## src/rtl/cfg_slice_pkg.sv

```systemverilog
package cfg_slice_pkg;

  // Kind of operation held armed between instruction and data cycles
  typedef enum logic [1:0] {
    ARM_NONE = 2'd0,
    ARM_CFG  = 2'd1,
    ARM_PAGE = 2'd2
  } arm_kind_e;

  // Per-cycle events produced by the command decoder
  typedef struct packed {
    logic ld_cfg;   // data cycle under an armed configuration write
    logic ld_page;  // data cycle under an armed page-address write
    logic clr_fill; // fill-flag reset instruction
    logic sw_rst;   // software reset instruction
  } slice_ev_t;

endpackage

```

## src/rtl/cfg_cmd_decode.sv

```systemverilog
module cfg_cmd_decode
  import cfg_slice_pkg::*;
#(
  parameter int              INS_W    = 12,
  parameter logic [INS_W-1:0] OP_WRCFG = 'h006,
  parameter logic [INS_W-1:0] OP_WRPG  = 'h00E,
  parameter logic [INS_W-1:0] OP_CLRFF = 'h01C,
  parameter logic [INS_W-1:0] OP_SWRST = 'h000
) (
  input  logic             clk,
  input  logic             rst_n,
  input  logic [INS_W-1:0] opcode,
  input  logic             ins_sel,
  input  logic             wr,
  output slice_ev_t        ev,
  output arm_kind_e        armed
);

  logic      ins_cyc;
  logic      dat_cyc;
  arm_kind_e armed_q;
  arm_kind_e armed_nx;

  assign ins_cyc = wr & ins_sel;
  assign dat_cyc = wr & ~ins_sel;

  // Classify an opcode into the kind of data-cycle work it arms
  function automatic arm_kind_e classify(input logic [INS_W-1:0] op);
    if (op == OP_WRCFG)     return ARM_CFG;
    else if (op == OP_WRPG) return ARM_PAGE;
    else                    return ARM_NONE;
  endfunction

  always_comb begin
    armed_nx = armed_q;
    if (ins_cyc) armed_nx = classify(opcode);
  end

  always_ff @(posedge clk) begin
    if (!rst_n) armed_q <= ARM_NONE;
    else        armed_q <= armed_nx;
  end

  always_comb begin
    ev          = '0;
    ev.ld_cfg   = dat_cyc && (armed_q == ARM_CFG);
    ev.ld_page  = dat_cyc && (armed_q == ARM_PAGE);
    ev.clr_fill = ins_cyc && (opcode == OP_CLRFF);
    ev.sw_rst   = ins_cyc && (opcode == OP_SWRST);
  end

  assign armed = armed_q;

endmodule

```

## src/rtl/cfg_word_reg.sv

```systemverilog
module cfg_word_reg #(
  parameter int DATA_W     = 32,
  parameter int PAGE_W     = 4,
  parameter int PAGE_LSB   = 0,
  parameter int MODE_LSB   = 26,
  parameter int MODE_W     = 2,
  parameter int LOWPRI_BIT = 25
) (
  input  logic              clk,
  input  logic              rst_n,
  input  logic              sw_rst,
  input  logic              ld_cfg,
  input  logic              pg_take,
  input  logic [DATA_W-1:0] bus_d,
  output logic [DATA_W-1:0] cfg_q,
  output logic              hw_q
);

  localparam logic [DATA_W-1:0] ONE     = {{(DATA_W-1){1'b0}}, 1'b1};
  localparam logic [DATA_W-1:0] CFG_RST = ONE << LOWPRI_BIT;

  // Bit mask of the page field, built per bit
  logic [DATA_W-1:0] page_mask;
  for (genvar b = 0; b < DATA_W; b++) begin : g_mask
    assign page_mask[b] = (b >= PAGE_LSB) && (b < PAGE_LSB + PAGE_W);
  end

  function automatic logic [DATA_W-1:0] page_merge(
    input logic [DATA_W-1:0] cur, input logic [DATA_W-1:0] src,
    input logic [DATA_W-1:0] msk);
    return (cur & ~msk) | ((src << PAGE_LSB) & msk);
  endfunction

  function automatic logic mode_is_hw(input logic [DATA_W-1:0] w);
    return w[MODE_LSB +: MODE_W] == '0;
  endfunction

  always_ff @(posedge clk) begin
    if (!rst_n || sw_rst) begin
      cfg_q <= CFG_RST;
      hw_q  <= 1'b0;
    end else if (ld_cfg) begin
      cfg_q <= bus_d;
      hw_q  <= mode_is_hw(bus_d);
    end else if (pg_take) begin
      cfg_q <= page_merge(cfg_q, bus_d, page_mask);
    end
  end

endmodule

```

## src/rtl/cfg_fill_link.sv

```systemverilog
module cfg_fill_link (
  input  logic clk,
  input  logic rst_n,
  input  logic sw_rst,
  input  logic clr_fill,
  input  logic ld_page,
  input  logic chain_in,
  output logic pg_take,
  output logic pg_skip,
  output logic fill_q,
  output logic chain_out
);

  logic first_empty;

  assign first_empty = chain_in & ~fill_q;
  assign pg_take     = ld_page & first_empty;
  assign pg_skip     = ld_page & ~first_empty;
  assign chain_out   = fill_q & chain_in;

  always_ff @(posedge clk) begin
    if (!rst_n || sw_rst || clr_fill) fill_q <= 1'b0;
    else if (pg_take)                 fill_q <= 1'b1;
  end

endmodule

```

## src/rtl/cam_cfg_slice.sv

```systemverilog
module cam_cfg_slice
  import cfg_slice_pkg::*;
#(
  parameter int               DATA_W     = 32,
  parameter int               INS_W      = 12,
  parameter int               PAGE_W     = 4,
  parameter int               PAGE_LSB   = 0,
  parameter int               MODE_LSB   = 26,
  parameter int               MODE_W     = 2,
  parameter int               LOWPRI_BIT = 25,
  parameter logic [INS_W-1:0] OP_WRCFG   = 'h006,
  parameter logic [INS_W-1:0] OP_WRPG    = 'h00E,
  parameter logic [INS_W-1:0] OP_CLRFF   = 'h01C,
  parameter logic [INS_W-1:0] OP_SWRST   = 'h000
) (
  input  logic              clk,
  input  logic              rst_n,
  input  logic [DATA_W-1:0] bus_d,
  input  logic              ins_sel,
  input  logic              wr,
  input  logic              chain_in,
  output logic [DATA_W-1:0] cfg_word,
  output logic              filled,
  output logic              hw_ctrl,
  output logic              chain_out
);

  slice_ev_t ev;
  arm_kind_e armed;
  logic      pg_take;
  logic      pg_skip;

  cfg_cmd_decode #(
    .INS_W(INS_W), .OP_WRCFG(OP_WRCFG), .OP_WRPG(OP_WRPG),
    .OP_CLRFF(OP_CLRFF), .OP_SWRST(OP_SWRST)
  ) dec_i (
    .clk(clk), .rst_n(rst_n), .opcode(bus_d[INS_W-1:0]),
    .ins_sel(ins_sel), .wr(wr), .ev(ev), .armed(armed)
  );

  cfg_fill_link fill_i (
    .clk(clk), .rst_n(rst_n), .sw_rst(ev.sw_rst), .clr_fill(ev.clr_fill),
    .ld_page(ev.ld_page), .chain_in(chain_in), .pg_take(pg_take),
    .pg_skip(pg_skip), .fill_q(filled), .chain_out(chain_out)
  );

  cfg_word_reg #(
    .DATA_W(DATA_W), .PAGE_W(PAGE_W), .PAGE_LSB(PAGE_LSB),
    .MODE_LSB(MODE_LSB), .MODE_W(MODE_W), .LOWPRI_BIT(LOWPRI_BIT)
  ) word_i (
    .clk(clk), .rst_n(rst_n), .sw_rst(ev.sw_rst), .ld_cfg(ev.ld_cfg),
    .pg_take(pg_take), .bus_d(bus_d), .cfg_q(cfg_word), .hw_q(hw_ctrl)
  );

endmodule

```

## config.mk

```make
export PLATFORM = sky130hd
export DESIGN_NAME = cam_cfg_slice
export DESIGN_NICKNAME = d
export VERILOG_FILES = /design/src/rtl/cfg_slice_pkg.sv /design/src/rtl/cfg_cmd_decode.sv /design/src/rtl/cfg_word_reg.sv /design/src/rtl/cfg_fill_link.sv /design/src/rtl/cam_cfg_slice.sv
export SDC_FILE = /design/constraint.sdc
export NUM_CORES = 1
export LEC_CHECK = 0
export ABC_AREA = 1
export BUFFER_PORTS_ARGS = -buffer_cell sky130_fd_sc_hd__buf_2
export CAP_MARGIN = 0
export CORE_MARGIN = 4
export CORE_UTILIZATION = 43
export CTS_BUF_LIST = sky130_fd_sc_hd__clkbuf_4
export DETAILED_ROUTE_END_ITERATION = 10
export GPL_TIMING_DRIVEN = 0
export PLACE_DENSITY = 0.78
export SLEW_MARGIN = 20
export SYNTH_ARGS = -nofsm -noshare
export SYNTH_HDL_FRONTEND = slang
export SYNTH_SLANG_ARGS = --single-unit
```

## constraint.sdc

```tcl
create_clock -name clk -period 1.2 [get_ports clk]
set_clock_uncertainty 0.05 [all_clocks]
set_input_delay 0.06 -clock clk [delete_from_list [all_inputs] [get_ports clk]]
set_output_delay 0.06 -clock clk [all_outputs]
set_load 0.01 [all_outputs]
```

; ---- Yosys cells after proc, flatten, opt, wreduce, memory -nomap -nowiden
; Cells that the tools add are included.
[totals]
reg_bits = 36
in_bits = 37
output_inout_bits = 35
elab_cells = 31
[op_classes]
n_eq_ne = 5
mux = 4
bitwise_logic = 8
reduce_logical = 10
[ops]
columns = op, n
row1 = 32-bit 2-to-1 mux, 2
row2 = 32-bit by 4-bit OR with 32-bit output, 1
row3 = "12-bit by 3-bit equality test with 1-bit output, second input constant", 1
row4 = "12-bit by 4-bit equality test with 1-bit output, second input constant", 1
row5 = "12-bit by 5-bit equality test with 1-bit output, second input constant", 1
row6 = 12-bit logical NOT, 1
row7 = 1-bit AND, 5
row8 = 1-bit logical AND, 4
row9 = 2-bit 2-to-1 mux, 2
row10 = "2-bit by 1-bit equality test with 1-bit output, second input constant", 1
row11 = "2-bit equality test, second input constant", 1
row12 = 2-bit logical NOT, 1
row13 = 1-bit logical OR, 2
row14 = 1-bit NOT, 2
row15 = 2-bit nonzero test, 1
row16 = 1-bit logical NOT, 1

; ---- Longest topological paths before layout
; Gate-level depths: netlist (run 1).
[logic_depth]
depth_word = 6
depth_mapped = 8
mapped_depth_nobuf = 7

; ---- By module
; A second synthesis (run 1) with hierarchy kept.
[hier_totals]
hier_cells = 206
area_unflattened_um2 = 1488.9
[by_module_without_submodules]
columns = module, instances, cells_each, area_per_inst_um2, seq_area_each_um2
row1 = cfg_word_reg, 1, 156, 1223.7, 660.6
row2 = cfg_cmd_decode, 1, 38, 201.4, 40.0
row3 = cfg_fill_link, 1, 12, 63.8, 20.0

; ---- Worst setup path before layout (run 1)
; OpenSTA, ideal clock, no wires.
[synth_path]
path_type = register -> register
startpoint = register dec_i.armed_q[0], in the netlist dec_i.armed[0]
endpoint = register word_i.cfg_q[27]
setup_ns = 0.066
t_arrival_ns = 1.027
required_ns = 1.084
setup_slack_ns = 0.057
path_stages_with_launch = 9
n_path_buf = 2
period_less_slack_ns = 1.143
cell_sequence = dfxtp_1 inv_1 nor2_2 nand2_4 inv_2 buf_6 buf_8 nand2_2 a21oi_2
[synth_via]
elab_chain_cells = 4
word_cells_on_any_way = 7
cone_classes = eq/ne (2) / mux (1) / bitwise (1) / reduce/logical (3)
[synth_rtl]
columns = item, line
row1 = from (decl), cfg_cmd_decode.sv:21  ; arm_kind_e armed_q;
row2 = from (signal assigned), cfg_cmd_decode.sv:41  ; else armed_q <= armed_nx;
row3 = 2-bit equality test, cfg_cmd_decode.sv:47  ; ev.ld_page = dat_cyc && (armed_q == ARM_PAGE);
row4 = 1-bit logical AND, cfg_cmd_decode.sv:47
row5 = 1-bit AND, cfg_fill_link.sv:17  ; assign pg_take = ld_page & first_empty;
row6 = 2-bit nonzero test (no line), --
row7 = to (signal assigned), cfg_word_reg.sv:43  ; cfg_q <= bus_d;
row8 = to (signal assigned), cfg_word_reg.sv:46  ; cfg_q <= page_merge(cfg_q, bus_d, page_mask);
row9 = to (decl), cfg_word_reg.sv:15  ; output logic [DATA_W-1:0] cfg_q,
; Several ways; a longest one is shown, not always the timed one.
; A chain may end at the register's enable or synchronous reset.

; ---- Worst setup path after layout (run 1)
[layout_path]
startpoint = register dec_i.armed_q[0], in the netlist dec_i.armed[0]
endpoint = register word_i.cfg_q[29]
; Same word-level chain as after synthesis.

==> impl_results.md, run 1 <==
- Longest Clk Path Bufs: 2
- Post-synthesis share of cell area spent on xor and xnor gates: 0%
- CP max-delay cell: dfxtp_2
- Mean Syn Cell Area: between 7 and 8 sq um
- Int Pwr: 1.845 mW
- Status: finished, violations left
- Crit-path max FO: 5
- Register-to-register setup slack: -0.06 ns
- Worst setup path class: reg2reg
- Total congestion overflow: 0
- Global routing met3 resource utilization: 3.879%
- Cell row count: 21
- CTS tree: done
- Top post-synthesis cells by area: dfxtp_1 48%, nand2_1 16%, a21oi_1 8.7%
- Critical path cell sequence: inv_2 -> nor2_4 -> nand2_4 -> inv_2 -> buf_6 -> buf_12 -> buf_12 -> nand2_2 -> a21oi_2
- R2r worst-path depth: 9
- Vias per cell: approximately 4.7
- Slew @ Worst Pin: around 0.22 ns
- Pleak: about 1.1 nW
- Fin area: approximately 2400 sq um
- Final setup vio count: 7
- Vias in the first global route: approximately 1,600
- Compound-Gate Fraction of Synth Area: 13.77%
- Clock share of power: 36.0%
- #FFs+latches synth: 36
- Sw Ratio: 23.19%
- H-Tree Depth: 2
- Largest net degree at the start of global routing: 12
- GPL Wtd Cong: 0.9070
- Combinational share of power: about an eighth
- Maxcap violations: 0
- Violated checks: hold timing, setup timing
- Final hold viol count: 1
- Worst-path clk slew: about 0.11 ns
- Fmax: just under 800 MHz
- Unrepaired setup endpoints after global routing: yes
- Largest family of logic cells by synthesized area: simple AND/OR/NAND/NOR gates
- Worst setup margin: -0.05910 ns
- Top delay family on crit path: buffers and inverters
- Netlist Area Pre-Place: 1490 sq um
- Worst skew pair latency: ~0.34 ns
- Worst Path Buf+Inv: 5
- Final hold slack: -0.06223 ns
- Ant diodes: 0
- First-pass GRT wire length: ~7000 microns
- Antenna Nets Post-Route: 0
- Core Box Area: approximately 3300 sq um
- Hold Path Origin: bus_d[5]
- P_sw: approximately 560 uW
- GR Util met1: 24.32%
- Drt pass-1 iters: 4
- Top Usage Layer GRT: met2
- Post-DP HPWL: 2766 microns
- Final period util: 104.9%
- Worst min path class: in2reg
- Crit path DAT: approximately 1.5 ns
- Root buf cell: clkbuf_4
- Vias: about 1,700
- Synth cell types: 21
- Die footprint: approximately 4500 sq um
- Power, Total: 2.402 mW
- Hold depth: 3
- Layout cell share with drive strength beyond 1: about two fifths
- # IOs: 72
- Routed wire per std cell: roughly 13 microns
- WL final: ~4600 microns
- Fin crit period: about 1.3 ns
- Seq/Total Area, Yosys: 48.36%
- Simple-Gate Fraction of Synth Area: 30.56%
- Syn_nets: between 200 and 250
- Slew Limit Fails: 0
- Adder-Cell Fraction of Synth Area: 0%
- Port bufs: about 70
- Gate Count Post-Synth: 196
- Worst slack at placement: -0.08716 ns
- Cell Area, Placed: ~1900 sq um
- Die Width: 66.87 microns
- PwrDens: around 1000 nW/um^2
- Area grow syn2layout: 62.80%
- Worst setup EP type: register
- Nets: roughly 350
- DR DRC count: 0
- Startpoint types: register
- Share of power burned in registers: approximately half
- CP peak stage delay: 0.36 ns
- Yosys warning count: 0
- Total GRT Usage: between 20% and 30%
- Met2 Use GR: a little over a third
- Worst r2r dst: word_i.cfg_q[29]
- Hold Path End: word_i.cfg_q[5]
- Initial DRC Count: 73
- R2r startpoint: dec_i.armed[0]
- Peak supply drop: about 0.00068 V
- Hold_buf cts: 33
- Antenna violations before repair: 0
- Post-synth top area share: 48.36%
- Die height: ~67 microns
- Initial Util: 44.66%
- Slew Limit Headroom: a little under nine tenths
- Req. time, crit path: 1.43 ns
- Post-synthesis mux area share: 0%
- Clock sinks: 36
- CTS buffer count: 5
- Post-synth top area cell: dfxtp_1
[power groups by stage]
stage	Clock [mW]	Sequential, mW	Combinational (mW)
3_5_place_dp	0	1.25	0.205
2_1_floorplan	0	1.26	0.0886
4_1_cts	0.862	1.22	0.306
6_report	0.863	1.22	0.315
5_1_grt	0.903	1.23	0.345
3_3_place_gp	0	1.25	0.204
[sequential cells by signal, indices dropped and copies added, names as in the netlist]
signal	count
dec_i.armed	2
fill_i.fill_q	1
word_i.hw_q	1
word_i.cfg_q	32
[worst reg2reg max path, stage by stage, from the launching register on]
cell and delay [ns]:
dfxtp_2 0.36, inv_2 0.05, nor2_4 0.11, nand2_4 0.07, inv_2 0.06, buf_6 0.11
buf_12 0.11, buf_12 0.11, nand2_2 0.05, a21oi_2 0.11
[synth_stat cells]
master	count
a21oi_1	26
a21oi_2	8
buf_2	3
buf_4	2
buf_6	1
buf_8	1
clkbuf_1	2
dfxtp_1	36
inv_1	10
inv_2	2
nand2_1	65
nand2_2	10
nand2_4	1
nand3_1	10
nand3b_1	1
nand4_1	1
nor2_1	12
nor2_2	2
nor2_4	1
nor3_1	1
o21ai_0	1
[final cells by class]
cell class	count	area (sq um)
flip-flops and latches	36	723.2
clock buffers	6	45.04
multi-input cells	139	694.4
inverters	12	45.04
well taps	46	57.56
plain buffers	9	77.57
fillers	273	910.9
repair buffers	109	748.2
clock inverters	2	35.03
[how the worst max path moves through the flow]
stage	start	to	slack, ns	cells after the start
after floorplan	dec_i.armed[0]	word_i.cfg_q[27]	0.06	8
after global placement	dec_i.armed[1]	word_i.cfg_q[30]	-0.11	5
after detailed placement	dec_i.armed[0]	word_i.cfg_q[4]	-0.09	6
after CTS	dec_i.armed[0]	word_i.cfg_q[5]	-0.05	9
after global routing	dec_i.armed[0]	word_i.cfg_q[29]	-0.12	9
final	dec_i.armed[0]	word_i.cfg_q[29]	-0.06	9
[per-layer routing]
metal  vias up  wire, microns
li1        853              -
met1       758           1837
met2        50           2440
met3         9            220
met4         0             76
met5         -              0
[cells by family (layout without fill, tap and decap cells)]
family / Yosys count / in the layout
and+or+nand+nor: 104 / 104
buffers and inverters: 21 / 138
DFF: 36 / 36
AOI/OAI and AO/OA: 35 / 35
[cells in the final DEF, fill, tap and decap left out]
cell | netlist | routed
nor2_1 | 12 | 11
nand2_1 | 65 | 63
a21oi_2 | 8 | 11
nor3_1 | 1 | 1
nand3_1 | 10 | 9
o21ai_0 | 1 | 1
inv_2 | 2 | 3
buf_2 | 3 | 74
buf_6 | 1 | 2
clkbuf_4 | 0 | 6
nand3b_1 | 1 | 1
nor2_4 | 1 | 2
dfxtp_2 | 0 | 2
dlygate4sd3_1 | 0 | 33
nand3_2 | 0 | 1
nand2_4 | 1 | 2
nor2_2 | 2 | 2
dfxtp_1 | 36 | 34
a21oi_1 | 26 | 23
clkbuf_2 | 0 | 1
buf_12 | 0 | 3
buf_4 | 2 | 5
nand2_2 | 10 | 11
bufinv_16 | 0 | 1
inv_1 | 10 | 9
nand4_1 | 1 | 1
clkinv_2 | 0 | 1
[through the flow]
step / instances / util (%) / TNS, ns
6_report: 359 / 72.70 / -0.2681
5_1_grt: 359 / 72.70 / -1.983
4_1_cts: 359 / 72.10 / -0.2484
3_5_place_dp: 313 / 57.03 / -1.364
3_3_place_gp: 313 / 57.03 / -1.297
2_1_floorplan: 196 / - / 0
[repair_timing]
item | in CTS | in global routing
endpoints found under the hold margin | 35 | 1
resized for setup | 11 | 8
setup buffers | 4 | 1
cloned | 1 | 0
setup endpoints to repair | 22 | 32
pin swaps | 3 | 9
Note: power is estimated with default switching activity, not from simulation.
==> inputs of run 2 (changes only) <==
--- a/config.mk
+++ b/config.mk
@@ -13,6 +13,7 @@
 export CTS_BUF_LIST = sky130_fd_sc_hd__clkbuf_4
 export DETAILED_ROUTE_END_ITERATION = 10
 export GPL_TIMING_DRIVEN = 0
+export HOLD_SLACK_MARGIN = 0.05
 export PLACE_DENSITY = 0.78
 export SLEW_MARGIN = 20
 export SYNTH_ARGS = -nofsm -noshare
==> impl_results.md, run 2 (same netlist as run 1, synthesis figures left out) <==
- Status: finished, violations left
- Violated checks: hold timing, setup timing
- Die height: 66.87 microns (unchanged)
- Worst skew pair latency: 0.34 ns (about the same)
- Crit path DAT: 1.50 ns (about the same)
- Pleak: 1.130 nW (+1.1%)
- Max FFs per register: 32 (unchanged)
- PwrDens: 984.2 nW/um^2 (-0.58%)
- Initial DRC Count: 84 (+15%)
- Register Area: 723.2 sq um (unchanged)
- Root buf cell: clkbuf_4
- CTS buffer count: 5 (unchanged)
- Layout cell share with drive strength beyond 1: 40.45% (-0.13 points)
- First-pass GRT wire length: 7141 microns (+0.20%)
- H-Tree Depth: 2 (unchanged)
- Crit-path max FO: 5 (unchanged)
- Final hold slack: -0.06331 ns (-0.001081 ns)
- Maxcap violations: 0 (unchanged)
- Worst min path class: in2reg
- Nets: 350 (+0.29%)
- Longest Clk Path Bufs: 2 (unchanged)
- Drt pass-1 iters: 4 (unchanged)
- Final Non-Filler Cells: 360 (+0.28%)
- Worst setup EP type: register
- Antenna violations before repair: 0 (unchanged)
- CTS tree: done
- Fmax: 788.1 MHz (-0.77%)
- Peak supply drop: 0.0006705 V (-1.1%)
- Worst setup path class: reg2reg
- Vias: 1,684 (+0.84%)
- Vias per cell: 4.678 (+0.56%)
- Worst slack at placement: -0.08716 ns (unchanged)
- Post-DP HPWL: 2766 microns (unchanged)
- Worst setup margin: -0.06883 ns (-0.009729 ns)
- Startpoint types: register
- Final period util: 105.7% (+0.81 points)
- Cell row count: 21 (unchanged)
- Slew Limit Headroom: 85.39% (about the same)
- Routed wire per std cell: 12.82 microns (+0.62%)
- Clock sinks: 36 (unchanged)
- Total GRT Usage: 20.85% (+0.071 points)
- Req. time, crit path: 1.43 ns (about the same)
- Final hold viol count: 1 (unchanged)
- Worst-path clk slew: 0.12 ns (about the same)
- Slew Limit Fails: 0 (unchanged)
- Hold_buf cts: 34 (+3.0%)
- Port bufs: 71 (unchanged)
- Final setup vio count: 9 (+2)
- Initial Util: 44.66% (unchanged)
- DR DRC count: 0 (unchanged)
- Biggest register: word_i.cfg_q
- Unrepaired setup endpoints after global routing: yes
- Vias in the first global route: 1,611 (-1.6%)
- Area grow syn2layout: 63.81%
- Total congestion overflow: 0 (unchanged)
- GPL Wtd Cong: 0.9070 (unchanged)
- Core Box Area: 3337 sq um (unchanged)
- Ant diodes: 0 (unchanged)
- Setup TNS: -0.3298 ns (-0.06177 ns)
- Fin crit period: 1.269 ns (+0.009729 ns)
- Most frequent cells in the layout: 74 x buf_2, 63 x nand2_1, 34 x dfxtp_1, 34 x dlygate4sd3_1, 23 x a21oi_1
- Slew @ Worst Pin: 0.2192 ns (+0.0005324 ns)
- Antenna Nets Post-Route: 0 (unchanged)
- Placed cells: 313 (unchanged)
- # fillers: 270 (-1.1%)
- Largest net degree at the start of global routing: 12 (unchanged)
- Power, Total: 2.403 mW (about the same)
- Die footprint: 4472 sq um (unchanged)
- Most common cell after layout, fill and taps aside: buf_2
- Multi-input logic area: 699.4 sq um (+0.72%)
- Die Width: 66.87 microns (unchanged)
- WL final: 4616 microns (+0.90%)
- # IOs: 72 (unchanged)
run 2: changes by cell type in the layout (fill, tap and decap cells not counted), sizes merged:
cell,previous run,this run
dlygate4sd3,33,34
run 2: final timing paths:
check	startpoint	endpoint	slack, ns	depth (start not counted)
worst min register to register	word_i.cfg_q[12]	word_i.cfg_q[12]	0.41	2
worst max register to register	dec_i.armed[0]	word_i.cfg_q[29]	-0.07	9
worst min-delay path	bus_d[5]	word_i.cfg_q[5]	-0.06	3
worst max-delay path	dec_i.armed[0]	word_i.cfg_q[29]	-0.07	9
run 2: critical path, stage by stage, from the launching register on:
cell and delay, ns:
dfxtp_2 0.36, inv_2 0.05, nor2_4 0.11, nand2_4 0.08, inv_2 0.06, buf_6 0.11
buf_12 0.11, buf_12 0.11, nand2_2 0.05, a21oi_2 0.11
run 2: per-layer routing:
layer	up-vias	routed length, microns	global-route usage [%]
li1	856	-	-
met4	0	76	8.101
met3	9	238	3.541
met2	60	2420	36.39
met1	759	1880	25.26
met5	-	0	0
run 2: area by class of cell:
cell class	instances	share of cell area, %
Timing Repair Buffer	110	31.06
Sequential cell	36	29.63
Multi-Input combinational cell	139	28.65
Buffer	9	3.178
Tap cell	46	2.358
Clock buffer	6	1.845
Inverter	12	1.845
Clock inverter	2	1.435
run 2: stage by stage:
| step | instance area, sq um | util, % | hold slack, ns |
|---|---|---|---|
| 2_1_floorplan | 1490 | - | 0.1039 |
| 3_3_place_gp | 1903 | 57.03 | 0.2356 |
| 3_5_place_dp | 1903 | 57.03 | 0.2541 |
| 4_1_cts | 2416 | 72.40 | -0.06198 |
| 5_1_grt | 2441 | 73.15 | -0.05052 |
| 6_report | 2441 | 73.15 | -0.06331 |
run 2: power by group:
part	total (mW)	leakage, nW	internal [mW]	switching (mW)
clock network	0.860	0.0456	0.459	0.401
registers	1.22	0.292	1.21	0.00988
logic	0.319	0.793	0.175	0.145
total	2.40	1.13	1.85	0.556
run 2: timing repair:
action / in CTS / in global routing
pin swaps: 3 / 11
setup endpoints to repair: 22 / 34
hold endpoints to repair: 35 / 1
setup buffers: 4 / 1
gates resized for setup: 11 / 9
gates cloned: 1 / 0
